**config.mk**
```make
export PLATFORM = sky130hd
export DESIGN_NAME = addr_step_unit
export DESIGN_NICKNAME = d
export VERILOG_FILES = /design/src/rtl/agu_pkg.sv /design/src/rtl/ring_window.sv /design/src/rtl/ring_step.sv /design/src/rtl/revcarry_add.sv /design/src/rtl/addr_step_unit.sv
export SDC_FILE = /design/constraint.sdc
export NUM_CORES = 1
export LEC_CHECK = 0
export BUFFER_PORTS_ARGS = -buffer_cell sky130_fd_sc_hd__buf_2
export CORE_UTILIZATION = 55
export DETAILED_ROUTE_END_ITERATION = 8
export PLACE_DENSITY = 0.79
export SETUP_SLACK_MARGIN = 0.02
export SLEW_MARGIN = 10
export SYNTH_ARGS = -nofsm -noshare
export SYNTH_HDL_FRONTEND = slang
export SYNTH_SLANG_ARGS = --single-unit
```
**constraint.sdc**
```tcl
create_clock -name clk -period 1.65 [get_ports clk]
set_input_delay 0.165 -clock clk [delete_from_list [all_inputs] [get_ports clk]]
set_output_delay 0.165 -clock clk [all_outputs]
set_load 0.005 [all_outputs]
```
**src/rtl/agu_pkg.sv**
```systemverilog
package agu_pkg;
  localparam int unsigned ADDR_W = 16;

  typedef enum logic [1:0] {
    AM_LINEAR  = 2'b00,
    AM_RING    = 2'b01,
    AM_REVERSE = 2'b10,
    AM_RSVD    = 2'b11
  } amode_e;
endpackage

```
**src/rtl/ring_window.sv**
```systemverilog
// Holds the circular buffer length and derives the low-bit mask 2^N-1,
// with N the smallest integer such that 2^N exceeds the length.
module ring_window #(
  parameter int unsigned AW = 16
) (
  input  logic          clk,
  input  logic          rst_n,
  input  logic          we_i,
  input  logic [AW-1:0] len_i,
  output logic [AW-1:0] len_o,
  output logic [AW-1:0] mask_o
);
  localparam int unsigned STG = $clog2(AW);

  logic [AW-1:0] len_q, len_d;
  logic [AW-1:0] smear;

  always_comb begin
    len_d = len_q;
    if (we_i) len_d = len_i;
  end

  always_ff @(posedge clk or negedge rst_n) begin
    if (!rst_n) len_q <= '0;
    else        len_q <= len_d;
  end

  // Smear the top set bit downward: the result is 2^N-1 with 2^N > len.
  always_comb begin
    smear = len_q;
    for (int s = 0; s < STG; s++) smear = smear | (smear >> (1 << s));
  end

  assign len_o  = len_q;
  assign mask_o = smear;

  assert_len_load_R4: assert property (@(posedge clk) disable iff (!rst_n)
    we_i |=> (len_q == $past(len_i)));

  assert_len_keep_R4: assert property (@(posedge clk) disable iff (!rst_n)
    !we_i |=> $stable(len_q));
endmodule

```
**src/rtl/ring_step.sv**
```systemverilog
// Circular-buffer step: offset inside an aligned window, wrapped by the length.
module ring_step #(
  parameter int unsigned AW = 16
) (
  input  logic [AW-1:0] cur_i,
  input  logic [AW-1:0] step_i,
  input  logic [AW-1:0] len_i,
  input  logic [AW-1:0] mask_i,
  output logic [AW-1:0] res_o
);
  localparam int unsigned SW = AW + 2;

  logic [AW-1:0]        base, offs, step_mag;
  logic signed [SW-1:0] sum_s, len_s, adj_s;

  always_comb begin
    base  = cur_i & ~mask_i;
    offs  = cur_i & mask_i;
    len_s = $signed({2'b00, len_i});
    sum_s = $signed({2'b00, offs}) + $signed({{2{step_i[AW-1]}}, step_i});
    if (sum_s < 0)           adj_s = sum_s + len_s;
    else if (sum_s >= len_s) adj_s = sum_s - len_s;
    else                     adj_s = sum_s;
    if (len_i == '0) res_o = cur_i + step_i;
    else             res_o = base | (adj_s[AW-1:0] & mask_i);
  end

  assign step_mag = step_i[AW-1] ? (~step_i + 1'b1) : step_i;

  // a legal step from inside the buffer lands inside the buffer.
  always_comb begin
    if (len_i != '0 && offs < len_i && step_mag <= len_i) begin
      assert_ring_inside_R5: assert ((res_o & mask_i) < len_i);
    end
  end
endmodule

```
**src/rtl/revcarry_add.sv**
```systemverilog
// Adder whose carry ripples from the MSB toward the LSB.
module revcarry_add #(
  parameter int unsigned AW = 16
) (
  input  logic [AW-1:0] a_i,
  input  logic [AW-1:0] b_i,
  output logic [AW-1:0] s_o
);
  logic [AW:0] cy;

  assign cy[AW] = 1'b0;

  for (genvar i = AW - 1; i >= 0; i--) begin : g_bit
    assign s_o[i] = a_i[i] ^ b_i[i] ^ cy[i+1];
    assign cy[i]  = (a_i[i] & b_i[i]) | (cy[i+1] & (a_i[i] ^ b_i[i]));
  end

  always_comb begin
    if (b_i == '0) begin
      assert_rev_zero_step_R8: assert (s_o == a_i);
    end
  end
endmodule

```
**src/rtl/addr_step_unit.sv**
```systemverilog
module addr_step_unit
  import agu_pkg::*;
(
  input  logic              clk,
  input  logic              rst_n,
  input  logic              upd_i,
  input  logic [1:0]        mode_i,
  input  logic [ADDR_W-1:0] cur_i,
  input  logic [ADDR_W-1:0] step_i,
  input  logic              size_we_i,
  input  logic [ADDR_W-1:0] size_i,
  output logic [ADDR_W-1:0] addr_o
);
  logic [1:0]        rst_sync_q;
  logic              rst_int_n;
  logic [ADDR_W-1:0] len_w, mask_w, ring_w, rev_w;
  logic [ADDR_W-1:0] addr_q, addr_d;
  amode_e            mode;

  // Asynchronous assert, synchronous release.
  always_ff @(posedge clk or negedge rst_n) begin
    if (!rst_n) rst_sync_q <= 2'b00;
    else        rst_sync_q <= {rst_sync_q[0], 1'b1};
  end
  assign rst_int_n = rst_sync_q[1];

  ring_window #(.AW(ADDR_W)) u_window (
    .clk    (clk),
    .rst_n  (rst_int_n),
    .we_i   (size_we_i),
    .len_i  (size_i),
    .len_o  (len_w),
    .mask_o (mask_w)
  );

  ring_step #(.AW(ADDR_W)) u_ring (
    .cur_i  (cur_i),
    .step_i (step_i),
    .len_i  (len_w),
    .mask_i (mask_w),
    .res_o  (ring_w)
  );

  revcarry_add #(.AW(ADDR_W)) u_rev (
    .a_i (cur_i),
    .b_i (step_i),
    .s_o (rev_w)
  );

  assign mode = amode_e'(mode_i);

  always_comb begin
    addr_d = addr_q;
    if (upd_i) begin
      unique case (mode)
        AM_LINEAR:  addr_d = cur_i + step_i;
        AM_RING:    addr_d = ring_w;
        AM_REVERSE: addr_d = rev_w;
        AM_RSVD:    addr_d = addr_q;
        default:    addr_d = addr_q;
      endcase
    end
  end

  always_ff @(posedge clk or negedge rst_int_n) begin
    if (!rst_int_n) addr_q <= '0;
    else            addr_q <= addr_d;
  end

  assign addr_o = addr_q;

  assert_hold_R2: assert property (@(posedge clk) disable iff (!rst_int_n)
    !upd_i |=> $stable(addr_o));

  assert_linear_R3: assert property (@(posedge clk) disable iff (!rst_int_n)
    (upd_i && mode_i == 2'b00) |=> (addr_o == $past(cur_i + step_i)));

  assert_ring_high_R5: assert property (@(posedge clk) disable iff (!rst_int_n)
    (upd_i && mode_i == 2'b01 && len_w != '0)
      |=> ((addr_o & ~$past(mask_w)) == ($past(cur_i) & ~$past(mask_w))));

  assert_reserved_R9: assert property (@(posedge clk) disable iff (!rst_int_n)
    (upd_i && mode_i == 2'b11) |=> $stable(addr_o));
endmodule

```
==> impl_metrics.py, run 1 <==
metrics = {
    "place": {
        "place_congestion": 0.985,
        "io_buffers": 69,
        "dp_hpwl_um": 17500,
    },
    "sta": {
        "endpoint_type": "sequential cell input",
        "worstEndpointGrtRepair": "addr_o[4]$_DFFE_PN0P_/D",
    },
    "floorplan": {
        "start_util_pct": 57.5,
        "die_w_um": 104,
        "top_level_ports": 70,
        "placementRows": 36,
        "die-height_um": 104,
    },
    "synth": {
        "yosys_warnings": 0,
        "yosys.area_share.adder_pct": 20.9,
        "ys_seq_elements": 34,
        "synthMuxAreaShare_pct": 1.62,
        "synth_cell_type_count": 80,
        "synth_ff_type": "dfrtp_1",
        "syn_nets": 895,
        "syn_inst": 756,
        "synth.avg_cell_area_um2": 7.58,
        "synth_top_family_by_area": "compound AO/OA/AOI/OAI gates",
        "synth_xor_area_share_pct": 6.12,
        "yosysSeqAreaShare_pct": 14.9,
        "synthArstFlopShare_pct": 100,
        "synth-simple-area-share_pct": 18.7,
        "synth_edf_count": 0,
        "synth_compound_area_share_pct": 29.9,
        "synth_area_mm2": 0.00573,
    },
    "global_route": {
        "grt_max_degree": 32,
        "grt_util_all_layers_pct": 74.1,
        "gr-total-overflow": 12,
    },
    "clocking": {
        "root_buffer": "clkbuf_8",
        "clockBufferDepth": 2,
        "cts.htree.levels": 2,
        "cts_buffers": 5,
        "cts_sinks": 34,
    },
    "status": {
        "stop_error": "[ERROR GRT-0232] Routing congestion too high. Check the congestion heatmap in the GUI.",
        "status": "aborted with a tool error",
        "lastStage": "global routing",
    },
}
routing by layer:
layer | GRT overflow | GRT usage, %
met1 | 0 | 74.1
met2 | 4 | 92.2
met3 | 1 | 56.3
met4 | 7 | 77.1
met5 | 0 | 13.3
timing repair:
action	CTS
cloned	1
hold buffers	1
pin swaps	36
endpoints found under the setup margin	16
gates resized for setup	65
setup buffers	14
hold endpoints to repair	2
through the flow:
step	utilization, %	setup WS (ns)	std cells	cell area (µm²)	setup TNS, ns
after global placement	82.8	-4.36	1193	8240	-63.89
after floorplan	-	-4.10	756	5890	-63.46
after CTS	88.0	-4.10	1217	8760	-63.20
after detailed placement	82.8	-4.46	1193	8240	-66.53
cell families after synthesis:
kind of cell | Yosys count
XOR/XNOR | 40
AND/OR/NAND/NOR | 222
flip-flops | 34
multiplexers | 9
adder cells (fa/ha/maj) | 85
buffers and inverters | 111
AO/OA/AOI/OAI | 254
other | 1
synthesized netlist by cell type (4+ instances only):
| cell | n | area, µm² |
|---|---|---|
| o21a_1 | 9 | 67.6 |
| o21bai_1 | 8 | 60.1 |
| a221oi_1 | 4 | 35.0 |
| nor3_1 | 17 | 85.1 |
| o21ai_0 | 64 | 320 |
| inv_1 | 80 | 300 |
| ha_1 | 67 | 838 |
| and2_1 | 4 | 25.0 |
| dfrtp_1 | 34 | 851 |
| nor2_1 | 70 | 263 |
| mux2i_1 | 7 | 70.1 |
| xnor2_1 | 27 | 236 |
| o22ai_1 | 4 | 25.0 |
| fa_1 | 18 | 360 |
| nor2b_1 | 6 | 37.5 |
| clkbuf_1 | 15 | 56.3 |
| nand2_1 | 62 | 233 |
| a21oi_1 | 63 | 315 |
| o21ai_1 | 4 | 20.0 |
| buf_2 | 12 | 60.1 |
| a21o_1 | 16 | 120 |
| o221ai_1 | 5 | 43.8 |
| o211ai_1 | 11 | 82.6 |
| a211oi_1 | 9 | 67.6 |
| a31oi_1 | 10 | 62.6 |
| or3_1 | 5 | 31.3 |
| nand3_1 | 13 | 65.1 |
| xor2_1 | 13 | 114 |
| and3_1 | 10 | 62.6 |
| a311oi_1 | 4 | 35.0 |
| nand4_1 | 4 | 25.0 |
| nand2b_1 | 14 | 87.6 |
==> inputs of run 2 (changes only) <==
- CORE_UTILIZATION: 55 -> 40
- PLACE_DENSITY: 0.79 -> not set
- PLACE_DENSITY_LB_ADDON: not set -> 0.15
- SETUP_SLACK_MARGIN: 0.02 -> not set
==> run 2 against run 1 <==
The flow now finishes, with violations (negative setup slack). Synthesized cell count unchanged. Synthesized area unchanged.
==> impl_metrics.py, run 2 <==
metrics = {
    "global_route": {
        "grt_max_degree": 33,
        "grt_util_all_layers_pct": 29.7,
        "grt_pass1_vias": 6754,
        "grt_pass1_wl_um": 34000,
        "antenna_found_initial": 0,
        "gr-total-overflow": 0,
    },
    "critical_path": {
        "path_delay_family": "simple AND/OR/NAND/NOR gates",
        "critical_path_buf_inv_count": 5,
        "endpoint_kind": "flop",
        "crit_type": "flop to flop",
        "arrival_ns": 5.96,
        "cp_max_fo": 8,
        "r2r-start": "u_window.len_o[12]",
        "crit_required_ns": 1.84,
        "cp-startpoint": "u_window.len_o[12]",
        "crit_slowest_cell": "or4_4",
        "cp-start-kind": "flop",
        "cpPeakStageDelay_ns": 0.45,
    },
    "sta": {
        "fin_crit_ns": 5.77,
        "report.final.slew_viol_count": 0,
        "finClkSkew_ns": 0.0179,
        "slew_headroom_pct": 63.1,
        "fmaxAchievable_mhz": 173,
        "layout_worst_path_cycle_share_pct": 350,
        "rsz0062_at_grt": "yes",
        "report.final.hold_viol_count": 0,
        "finalSetupViolCount": 16,
        "fin_tns_setup_ns": -63.82,
        "fin_ws_ns": -4.12,
        "tightest_slew_ns": 0.551,
    },
    "floorplan": {
        "start_util_pct": 41.1,
        "die-height_um": 122,
        "die_w_um": 122,
        "core_area_mm2": 0.0139,
        "placementRows": 43,
        "dieArea_mm2": 0.0148,
        "top_level_ports": 70,
    },
    "route": {
        "via_per_inst": 5.37,
        "dr.pass1.iters": 5,
        "ant_nets": 0,
        "first_iter_violations": 513,
        "post-route-drc-count": 0,
        "postRouteWirelength_um": 21800,
        "wl_per_cell_um": 17.0,
        "num_vias": 6892,
    },
    "layout": {
        "diodes": 0,
        "drive_above_1_share_pct": 42.9,
        "layout_common_cells": "296 x buf_4, 77 x inv_1, 67 x nor2_1, 67 x buf_2",
        "layout_commonest_cell": "buf_4",
        "final_cells": 1283,
        "syn_to_final_growth_pct": 58.1,
        "final_nets": 1241,
    },
    "synth": {
        "syn_nets": 895,
        "yosysTopAreaCell": "dfrtp_1",
        "yosys_warnings": 0,
        "ys_seq_elements": 34,
        "synth_area_mm2": 0.00573,
        "synth.avg_cell_area_um2": 7.58,
        "synth_cell_type_count": 80,
        "synth_ff_type": "dfrtp_1",
        "syn_inst": 756,
        "yosysMostFrequentCell": "inv_1",
        "yosysSeqAreaShare_pct": 14.9,
        "synth_edf_count": 0,
        "synthArstFlopShare_pct": 100,
        "synth_top_area_share_pct": 14.9,
        "synth_area_leaders": "dfrtp_1 15%, ha_1 15%, fa_1 6.3%",
        "synthTopCellsByCount": "80 x inv_1, 70 x nor2_1, 67 x ha_1",
    },
    "place": {
        "placed_cells": 1253,
        "place_congestion": 0.946,
        "dp_hpwl_um": 17600,
        "io_buffers": 69,
    },
    "clocking": {
        "worstSkewPairLatency_ns": 0.31,
        "clockBufferDepth": 2,
        "cts_sinks": 34,
        "root_buffer": "clkbuf_16",
        "cts.htree.levels": 2,
        "cts.clk_slew.worst_paths_ns": 0.07,
        "cts_tree": "built",
        "cts_buffers": 5,
    },
    "run": {
        "maxCapViolCount": 0,
    },
    "power_and_ir_drop": {
        "power_density_mw_per_mm2": 886,
        "p_seq_share_pct": 13.1,
        "p_sw_mw": 3.49,
        "peakVddDrop_mv": 0.563,
        "switching_share_pct": 43.5,
        "leakagePower_nw": 4.47,
        "power_frac_comb_pct": 73.8,
        "p_total_mw": 8.02,
        "clock_power_share_pct": 13.1,
        "intPower_mw": 4.53,
    },
    "status": {
        "status": "complete, but fails checks",
        "failed_checks": "negative setup slack",
    },
    "worst_hold_path": {
        "hold_class": "input pin to flop",
        "hp-start": "size_i[12]",
    },
}
run 2: cells by family after synthesis:
group | after synthesis | share of synthesized area [%]
AOI/OAI and AO/OA | 254 | 29.9
and+or+nand+nor | 222 | 18.7
buffers and inverters | 111 | 7.82
adders and majority gates | 85 | 20.9
xor gates and xnor gates | 40 | 6.12
DFF | 34 | 14.9
muxes | 9 | 1.62
other | 1 | 0.0655
run 2: layer usage:
| metal | wire length (µm) | share of wire (%) | track usage, % | vias to the layer above |
|---|---|---|---|---|
| li1 | - | - | - | 3380 |
| met1 | 10300 | 47 | 41.7 | 3270 |
| met2 | 9910 | 46 | 47.6 | 215 |
| met3 | 1140 | 5.2 | 3.51 | 27 |
| met4 | 408 | 1.9 | 8.80 | 0 |
| met5 | 0 | 0 | 0 | - |
run 2: final timing paths:
| path | slack (ns) | endpoint | cells past startpoint |
|---|---|---|---|
| max in group asynchronous | 1.01 | u_window.len_o[1] | 1 |
| setup reg to reg | -4.12 | addr_o[4] | 28 |
| setup / recovery | -4.12 | addr_o[4] | 28 |
| hold reg to reg | 0.28 | u_window.len_o[12] | 1 |
| min in group asynchronous | 0.18 | rst_sync_q[0] | 2 |
| hold / removal | 0.06 | u_window.len_o[12] | 3 |
run 2: stage by stage:
| stage | setup WS [ns] | util, % | hold WS [ns] | area (µm²) |
|---|---|---|---|---|
| detailed placement | -4.44 | 60.3 | -0.0462 | 8410 |
| CTS | -4.07 | 62.7 | 0.0590 | 8740 |
| global placement | -4.37 | 60.3 | -0.0496 | 8410 |
| finish | -4.12 | 65.0 | 0.0641 | 9050 |
| global route | -4.31 | 65.0 | 0.0838 | 9050 |
| floorplan | -4.10 | - | -0.131 | 5890 |
run 2: tightest hold or removal path, cell delays in order:
cell and delay, ns:
buf_2 0.07, nand2_1 0.04, o21ai_0 0.06
run 2: power groups by stage:
| stage | registers (mW) | clock network, mW | logic (mW) |
|---|---|---|---|
| floorplan | 1.09 | 0 | 2.84 |
| global placement | 1.06 | 0 | 5.04 |
| detailed placement | 1.06 | 0 | 5.17 |
| CTS | 1.05 | 1.07 | 5.44 |
| global route | 1.06 | 1.09 | 6.39 |
| finish | 1.05 | 1.05 | 5.92 |
run 2: what timing repair did:
action | CTS | global route
hold buffers | 1 | 0
gates cloned | 0 | 0
pin swaps | 11 | 47
gates resized for setup | 23 | 50
setup endpoints to repair | 16 | 16
buffers inserted | 9 | 15
hold endpoints to repair | 2 | 0
run 2: final cells by class:
cell class              instances  area [µm²]
repair buffers                370        2660
inverters                      80         300
flip-flops and latches         34         851
clock buffers                   7         143
clock inverters                 1        5.00
fillers                      1190        4880
multi-input cells             611        4870
well taps                     180         225
No activity file was read; power rests on OpenSTA's default activity.
==> inputs of run 3 (changes only) <==
- REMOVE_ABC_BUFFERS: not set -> 1
==> run 3 against run 2 <==
The flow still finishes with violations (negative setup slack). Clock skew fell by 0.0065 ns. Total power fell by 2.8%. Clock power barely moved. Sequential power barely moved. Count of clock-buffer cells in the layout did not move. Wire length fell by 1.0%. Largest power group unchanged.
==> impl_metrics.py, run 3 (same netlist as run 2, synthesis figures left out) <==
metrics = {
    "sta": {
        "fin_crit_ns": 5.78,
        "report.final.hold_viol_count": 0,
        "slew_headroom_pct": 54.1,
        "finClkSkew_ns": 0.0114,
        "fin_ws_ns": -4.13,
        "report.final.slew_viol_count": 0,
        "finalSetupViolCount": 16,
        "layout_worst_path_cycle_share_pct": 351,
        "tightest_slew_ns": 0.685,
        "hold_ws_ns": 0.0735,
        "fin_tns_setup_ns": -64.01,
        "rsz0062_at_grt": "yes",
        "fmaxAchievable_mhz": 173,
    },
    "floorplan": {
        "dieArea_mm2": 0.0148,
        "die-height_um": 122,
        "start_util_pct": 41.1,
        "top_level_ports": 70,
        "core_area_mm2": 0.0139,
        "die_w_um": 122,
        "placementRows": 43,
    },
    "global_route": {
        "grt.busiest_layer": "met2",
        "gr-total-overflow": 0,
        "grt_max_degree": 33,
        "gr-usage-met1_pct": 40.8,
        "grt_pass1_vias": 6841,
        "grt_util_all_layers_pct": 30.0,
        "met2_usage_pct": 47.7,
        "grt_pass1_wl_um": 34000,
        "use_met3_pct": 4.03,
        "antenna_found_initial": 0,
    },
    "layout": {
        "diodes": 0,
        "multi_input_area_mm2": 0.00479,
        "drive_above_1_share_pct": 41.6,
        "syn_to_final_growth_pct": 55.5,
        "design_area_mm2": 0.00891,
        "final_cells": 1275,
        "fillCellCount": 1222,
        "final_nets": 1233,
        "final_core_util_pct": 63.9,
        "layout_common_cells": "284 x buf_4, 78 x inv_1, 69 x buf_2, 68 x nor2_1, 65 x ha_1",
        "ff_latch_area_um2": 851,
        "layout_commonest_cell": "buf_4",
    },
    "critical_path": {
        "reg2reg_slack_ns": -4.10,
        "cp-startpoint": "step_i[15]",
        "crit_required_ns": 1.82,
        "cp-start-kind": "input pin",
        "crit_type": "input pin to flop",
        "reg2regPathDepth": 26,
        "arrival_ns": 5.95,
        "r2r-start": "u_window.len_o[14]",
        "cp_max_fo": 2,
        "reg2reg_to": "addr_o[5]",
        "endpoint_kind": "flop",
    },
    "worst_hold_path": {
        "hold_class": "input pin to flop",
        "holdPathEnd": "u_window.len_o[8]",
        "hp-start": "size_i[8]",
        "min_path_cells": 3,
    },
    "route": {
        "ant_nets": 0,
        "post-route-drc-count": 0,
        "num_vias": 6852,
        "dr.pass1.iters": 5,
        "via_per_inst": 5.37,
        "wl_per_cell_um": 16.9,
        "postRouteWirelength_um": 21500,
        "first_iter_violations": 540,
    },
    "place": {
        "io_buffers": 69,
        "dp_hpwl_um": 17600,
        "postPlaceCellArea_mm2": 0.00829,
        "place_congestion": 0.975,
        "placed_cells": 1254,
    },
    "power_and_ir_drop": {
        "peakVddDrop_mv": 0.378,
        "switching_share_pct": 43.5,
        "power_density_mw_per_mm2": 876,
        "p_sw_mw": 3.39,
        "clock_power_share_pct": 13.1,
        "p_seq_share_pct": 13.4,
        "power_frac_comb_pct": 73.5,
        "intPower_mw": 4.41,
        "leakagePower_nw": 4.43,
    },
    "clocking": {
        "cts_tree": "built",
        "cts.htree.levels": 2,
        "root_buffer": "clkbuf_16",
        "worstSkewPairLatency_ns": 0.30,
        "cts_sinks": 34,
        "cts.clk_slew.worst_paths_ns": 0.06,
        "cts_buffers": 5,
        "clockBufferDepth": 2,
    },
    "run": {
        "maxCapViolCount": 0,
    },
    "status": {
        "failed_checks": "negative setup slack",
        "status": "complete, but fails checks",
    },
}
[run 3: cell types whose count changed in the layout (fill, tap and decap cells not counted), moves of 3 or more]
| cell | change |
|---|---|
| o21ai_2 | -3 |
| o21ai_0 | +5 |
| ha_1 | +5 |
| buf_4 | -12 |
| buf_6 | +4 |
| ha_4 | -4 |
[run 3: layout make-up]
class,count,area share [%]
clock buffers,7,1.60
clock inverters,1,0.0562
flip-flops and latches,34,9.55
repair buffers,362,29.1
inverters,80,3.37
multi-input cells,611,53.8
well taps,180,2.53
[run 3: per-layer routing]
layer	vias to the layer above	share of wire, %
met3	46	4.8
met5	-	0
met2	207	44
li1	3363	-
met4	0	3.5
met1	3236	47
[run 3: worst max-delay path, cell delays in order]
cell,delay (ns)
buf_2,0.10
ha_1,0.13
inv_1,0.05
fa_2,0.34
fa_2,0.35
fa_2,0.35
fa_2,0.35
fa_2,0.35
fa_2,0.35
fa_2,0.35
fa_2,0.35
fa_2,0.35
fa_2,0.35
fa_2,0.35
fa_1,0.39
fa_1,0.39
fa_2,0.35
a21o_1,0.19
a221oi_2,0.22
o22ai_1,0.11
[run 3: power by group through the flow]
stage	clock network [mW]	logic, mW	registers (mW)
after detailed placement	0	5.01	1.06
after global routing	1.07	6.20	1.06
after floorplan	0	2.61	1.08
after global placement	0	4.89	1.05
final	1.02	5.73	1.05
after CTS	1.04	5.39	1.05
[run 3: timing repair]
action	4_1_cts	5_1_grt
setup buffers	5	6
hold endpoints to repair	2	0
gates resized for setup	63	26
cloned	1	0
setup endpoints to repair	16	16
hold buffers	1	0
pin swaps	28	33
[run 3: worst max-delay path by stage]
stage           endpoint  depth (start not counted)
6_report       addr_o[0]                         20
5_1_grt        addr_o[5]                         27
4_1_cts        addr_o[5]                         26
3_5_place_dp   addr_o[0]                         20
3_3_place_gp   addr_o[0]                         20
2_1_floorplan  addr_o[5]                         24
[run 3: per-stage QoR]
stage / power [mW] / setup slack, ns
2_1_floorplan: 3.69 / -4.75
3_3_place_gp: 5.94 / -4.97
3_5_place_dp: 6.07 / -5.05
4_1_cts: 7.48 / -4.15
5_1_grt: 8.33 / -4.37
6_report: 7.80 / -4.13
